File: src/rtl/coal_pkg.sv
package coal_pkg;
  localparam int unsigned LANES    = 32;
  localparam int unsigned ADDR_W   = 32;
  localparam int unsigned SEG_BITS = 7;
endpackage

File: src/rtl/coal_lane_pick.sv
// lowest set bit of the pending mask
module coal_lane_pick #(
  parameter int unsigned LANES = 32,
  localparam int unsigned IDX_W = $clog2(LANES)
) (
  input  logic [LANES-1:0] pend_i,
  output logic [IDX_W-1:0] idx_o,
  output logic             any_o
);
  always_comb begin
    idx_o = '0;
    for (int i = LANES - 1; i >= 0; i--) begin
      if (pend_i[i]) idx_o = IDX_W'(i);
    end
    any_o = |pend_i;
  end
endmodule

File: src/rtl/coal_seg_match.sv
// lanes still pending whose segment equals the reference segment
module coal_seg_match #(
  parameter int unsigned LANES    = 32,
  parameter int unsigned ADDR_W   = 32,
  parameter int unsigned SEG_BITS = 7,
  localparam int unsigned TAG_W   = ADDR_W - SEG_BITS
) (
  input  logic [LANES*ADDR_W-1:0] addr_i,
  input  logic [LANES-1:0]        pend_i,
  input  logic [TAG_W-1:0]        ref_tag_i,
  output logic [LANES-1:0]        match_o
);
  for (genvar g = 0; g < LANES; g++) begin : g_lane
    logic [TAG_W-1:0] tag;
    assign tag        = addr_i[g*ADDR_W+SEG_BITS +: TAG_W];
    assign match_o[g] = pend_i[g] && (tag == ref_tag_i);
  end
endmodule

File: src/rtl/mem_coalescer.sv
module mem_coalescer
  import coal_pkg::*;
#(
  parameter int unsigned N_LANES = LANES,
  parameter int unsigned AW      = ADDR_W,
  parameter int unsigned SB      = SEG_BITS,
  localparam int unsigned IDX_W  = $clog2(N_LANES),
  localparam int unsigned CNT_W  = $clog2(N_LANES + 1),
  localparam int unsigned TAG_W  = AW - SB
) (
  input  logic                  clk_i,
  input  logic                  rst_ni,
  input  logic                  req_valid_i,
  output logic                  req_ready_o,
  input  logic [N_LANES*AW-1:0] req_addr_i,
  input  logic [N_LANES-1:0]    req_mask_i,
  output logic                  txn_valid_o,
  input  logic                  txn_ready_i,
  output logic [AW-1:0]         txn_base_o,
  output logic [N_LANES-1:0]    txn_lanes_o,
  output logic                  txn_last_o,
  output logic [CNT_W-1:0]      txn_count_o,
  output logic                  done_o
);

  logic [N_LANES*AW-1:0] addr_q;
  logic [N_LANES-1:0]    pend_q;
  logic                  busy_q;
  logic [CNT_W-1:0]      count_q;
  logic                  done_q;

  logic [IDX_W-1:0]      lead_idx;
  logic                  lead_any;
  logic [TAG_W-1:0]      lead_tag;
  logic [N_LANES-1:0]    match;
  logic [N_LANES-1:0]    pend_left;
  logic                  accept, fire, fire_last;

  coal_lane_pick #(.LANES(N_LANES)) u_pick (
    .pend_i (pend_q),
    .idx_o  (lead_idx),
    .any_o  (lead_any)
  );

  assign lead_tag = addr_q[lead_idx*AW+SB +: TAG_W];

  coal_seg_match #(.LANES(N_LANES), .ADDR_W(AW), .SEG_BITS(SB)) u_match (
    .addr_i    (addr_q),
    .pend_i    (pend_q),
    .ref_tag_i (lead_tag),
    .match_o   (match)
  );

  assign pend_left   = pend_q & ~match;
  assign req_ready_o = !busy_q;
  assign accept      = req_valid_i && req_ready_o;
  assign txn_valid_o = busy_q && lead_any;
  assign fire        = txn_valid_o && txn_ready_i;
  assign fire_last   = fire && (pend_left == '0);

  assign txn_base_o  = {lead_tag, {SB{1'b0}}};
  assign txn_lanes_o = match;
  assign txn_last_o  = txn_valid_o && (pend_left == '0);
  assign txn_count_o = txn_valid_o ? count_q + CNT_W'(1) : count_q;
  assign done_o      = done_q;

  always_ff @(posedge clk_i or negedge rst_ni) begin
    if (!rst_ni) begin
      addr_q  <= '0;
      pend_q  <= '0;
      busy_q  <= 1'b0;
      count_q <= '0;
      done_q  <= 1'b0;
    end else begin
      done_q <= 1'b0;
      if (accept) begin
        addr_q  <= req_addr_i;
        pend_q  <= req_mask_i;
        count_q <= '0;
        busy_q  <= |req_mask_i;
        done_q  <= ~|req_mask_i;
      end else if (fire) begin
        pend_q  <= pend_left;
        count_q <= count_q + CNT_W'(1);
        if (fire_last) begin
          busy_q <= 1'b0;
          done_q <= 1'b1;
        end
      end
    end
  end

  AST_HOLD_STABLE: assert property (@(posedge clk_i) disable iff (!rst_ni)
    txn_valid_o && !txn_ready_i |=> txn_valid_o && $stable(txn_base_o) && $stable(txn_lanes_o)
      && $stable(txn_count_o) && $stable(txn_last_o));
  AST_NO_ACCEPT_BUSY: assert property (@(posedge clk_i) disable iff (!rst_ni)
    txn_valid_o |-> !req_ready_o);
  AST_LANES_NONEMPTY: assert property (@(posedge clk_i) disable iff (!rst_ni)
    txn_valid_o |-> txn_lanes_o != '0);
  AST_LAST_ENDS: assert property (@(posedge clk_i) disable iff (!rst_ni)
    txn_valid_o && txn_ready_i && txn_last_o |=> !txn_valid_o && done_o);
  AST_DONE_PULSE: assert property (@(posedge clk_i) disable iff (!rst_ni)
    done_o && !(req_valid_i && req_ready_o) |=> !done_o);
  AST_DONE_IDLE: assert property (@(posedge clk_i) disable iff (!rst_ni)
    done_o |-> !txn_valid_o && req_ready_o);
  AST_COUNT_RANGE: assert property (@(posedge clk_i) disable iff (!rst_ni)
    txn_count_o <= CNT_W'(N_LANES));

endmodule

File: config.mk
export PLATFORM = sky130hd
export DESIGN_NAME = mem_coalescer
export DESIGN_NICKNAME = d
export VERILOG_FILES = /design/src/rtl/coal_pkg.sv /design/src/rtl/coal_lane_pick.sv /design/src/rtl/coal_seg_match.sv /design/src/rtl/mem_coalescer.sv
export SDC_FILE = /design/constraint.sdc
export NUM_CORES = 2
export LEC_CHECK = 0
export BUFFER_PORTS_ARGS = -buffer_cell sky130_fd_sc_hd__buf_2
export CELL_PAD_IN_SITES_DETAIL_PLACEMENT = 0
export CELL_PAD_IN_SITES_GLOBAL_PLACEMENT = 2
export CORE_AREA = 2 2 445 447
export DETAILED_ROUTE_END_ITERATION = 10
export DIE_AREA = 0 0 447 449
export PLACE_DENSITY_LB_ADDON = 0.1
export SETUP_SLACK_MARGIN = 0.2
export SYNTH_ARGS = -nofsm -noshare
export SYNTH_HDL_FRONTEND = slang
export SYNTH_HIERARCHICAL = 1
export SYNTH_SLANG_ARGS = --single-unit
File: constraint.sdc
create_clock -name clk_i -period 8.2 [get_ports clk_i]
set_input_delay 0.82 -clock clk_i [delete_from_list [all_inputs] [get_ports clk_i]]
set_output_delay 0.82 -clock clk_i [all_outputs]
set_load 0.1 [all_outputs]
==> flow_metrics.env <==
export IMPL_tightest_slew_ns=1.11
export IMPL_finalHoldViolations=0
export IMPL_rr_endpoint="done_o$_DFF_PN0_"
export IMPL_htree_num_levels=3
export IMPL_syn_cell_area_mm2=0.0489
export IMPL_finalSetupViolCount=0
export IMPL_status="completed"
export IMPL_critical_path_peak_fanout=24
export IMPL_global_route_usage_total_pct=27.7
export IMPL_first_pass_iters=5
export IMPL_routed_wire_length_per_instance_um=31.5
export IMPL_maxSlewViolCount=0
export IMPL_grt_setup_unrepaired="false"
export IMPL_final_wtd_congestion=0.894
export IMPL_cp_required_ns=7.38
export IMPL_placement_io_buffers=902
export IMPL_grt_pass1_vias=44546
export IMPL_core_area_mm2=0.196
export IMPL_hold_ws_ns=0.105
export IMPL_number_of_buffers_created_by_cts=108
export IMPL_fin_skew_ns=0.0213
export IMPL_die_height_um=449
export IMPL_tritoncts="done"
export IMPL_grt_start_max_net_pins=216
export IMPL_rr_startpoint="pend_q[5]$_DFFE_PN0P_"
export IMPL_clk_root_buffer_cell="clkbuf_16"
export IMPL_timing_critical_path_arrival_ns=7.14
export IMPL_min_period_ns=7.96
export IMPL_min_delay_path_class="input pin to async pin"
export IMPL_drive_above_1_share_pct=26.5
export IMPL_grt_antenna_before_repair=25
export IMPL_ir_drop_mv=0.374
export IMPL_synth_warnings=6
export IMPL_route_final_wire_length_mm=285
export IMPL_rows=163
export IMPL_nets=7385
export IMPL_critical_path_startpoint="pend_q[5]$_DFFE_PN0P_"
export IMPL_dr_total_vias=43455
export IMPL_rrSetupSlack_ns=1.94
export IMPL_fillers=21238
export IMPL_dpl_worst_slack_ns=-0.191
export IMPL_power_density_mw_per_mm2=545
export IMPL_grt_residual_overflow=0
export IMPL_final_common_cell="nand2_1"
export IMPL_cts_reportedPaths_clkPinSlew_ns=0.07
export IMPL_initial_utilization_pct=24.9
export IMPL_timing_max_slew_rel_slack_pct=25.9
export IMPL_setup_worst_path_class="register to output pin"
export IMPL_routed_via_density=4.79
export IMPL_detailed_place_hpwl_mm=224
export IMPL_mapped_cells=5469
export IMPL_numClockSinks=840
export IMPL_most_common_layout_cells="nand2_1, buf_2, dfrtp_1"
export IMPL_flow_area_growth_from_synthesis_pct=26.9
export IMPL_grt_first_pass_wirelength_mm=381
export IMPL_setup_tns_final_ns=0
export IMPL_synth_area_per_cell_um2=8.95
export IMPL_die_w_um=447
export IMPL_floorplan_io_pins=1134
export IMPL_fp_dieArea_mm2=0.201
export IMPL_postLayoutSetupSlackWorst_ns=0.239
export IMPL_power_static_leakage_uw=0.0305
export IMPL_maxCapViolations=0
export IMPL_ant_nets=0
export IMPL_fmax_mhz=126
export IMPL_timing_critical_path_from_type="register"
export IMPL_number_of_cell_instances_on_the_worst_register_to_register_path=20
export IMPL_clk_insertion_delay_late_ns=0.77
export IMPL_detail_route_iter0_violations=3883
export IMPL_post_route_period_util_pct=97.1
export IMPL_endpoint_kind="output pin"
export IMPL_clockBufferDepth=3
export IMPL_drc=0
[where the power goes]
group	leakage [uW]	switching (uW)	internal [uW]	total, uW
logic	0.0183	13400	7750	21200
registers	0.0105	2140	5510	7660
clock network	0.00176	2070	2930	5000
[repair_timing]
action                                  in CTS  in global routing
setup buffers                               27                 20
resized for setup                           80                 70
hold buffers                                 0                  0
gates cloned                                 4                  2
endpoints found under the setup margin      19                  1
pin swaps                                   25                 29
[critical path, stage by stage (launching register included)]
cell	delay (ns)
dfrtp_1	0.53
nor4_2	0.70
nand2_1	0.28
nor3b_4	0.59
nor2b_1	0.32
buf_4	0.37
a22oi_1	0.17
buf_4	0.19
a31oi_4	0.26
buf_12	0.20
buf_4	0.25
xor2_1	0.12
nor4_2	0.42
nand3_1	0.19
nor4_4	0.29
buf_4	0.19
nand2b_1	0.15
o2111ai_4	0.15
nor4_4	0.27
nand3_2	0.20
nor2_2	0.11
buf_4	0.16
buf_12	0.18
[per-layer routing]
metal / global-route usage [%] / vias to the layer above / share of wire (%)
met5: 0 / - / 0.030
met4: 9.61 / 14 / 3.6
met3: 3.69 / 314 / 5.0
met2: 46.1 / 1474 / 48
met1: 36.7 / 22120 / 43
li1: - / 19533 / -
[how the worst max path moves through the flow]
stage                             to  slack (ns)  cells past startpoint
after floorplan           txn_last_o        0.38                     21
after global placement    txn_last_o       -0.24                     25
after detailed placement  txn_last_o       -0.19                     25
after CTS                 txn_last_o        0.20                     26
after global routing      txn_last_o        0.19                     23
final                     txn_last_o        0.24                     22
[metrics by stage]
stage | util (%) | instances | power [uW] | instance area (um2)
after global routing | 31.6 | 9061 | 35000 | 62100
after floorplan | - | 5475 | 19500 | 49400
after global placement | 29.2 | 8801 | 27700 | 57200
final | 31.6 | 9066 | 33800 | 62100
after detailed placement | 29.2 | 8801 | 27600 | 57200
after CTS | 31.4 | 9030 | 33400 | 61500
[cell type report]
| class | instances | area [um2] | area share (%) |
|---|---|---|---|
| Sequential cell | 840 | 21000 | 33.9 |
| Inverter | 33 | 124 | 0.200 |
| Antenna cell | 14 | 35.0 | 0.0564 |
| Clock buffer | 156 | 3110 | 5.00 |
| Timing Repair Buffer | 1164 | 7370 | 11.9 |
| Multi-Input combinational cell | 4177 | 26600 | 42.9 |
| Tap cell | 2640 | 3300 | 5.32 |
| Clock inverter | 42 | 504 | 0.812 |
[sequential cells by signal (all words and copies together) (netlist names)]
register / count
addr_q: 800
busy_q: 1
count_q: 6
done_o: 1
pend_q: 32
Power figures use the tool's default switching activity.
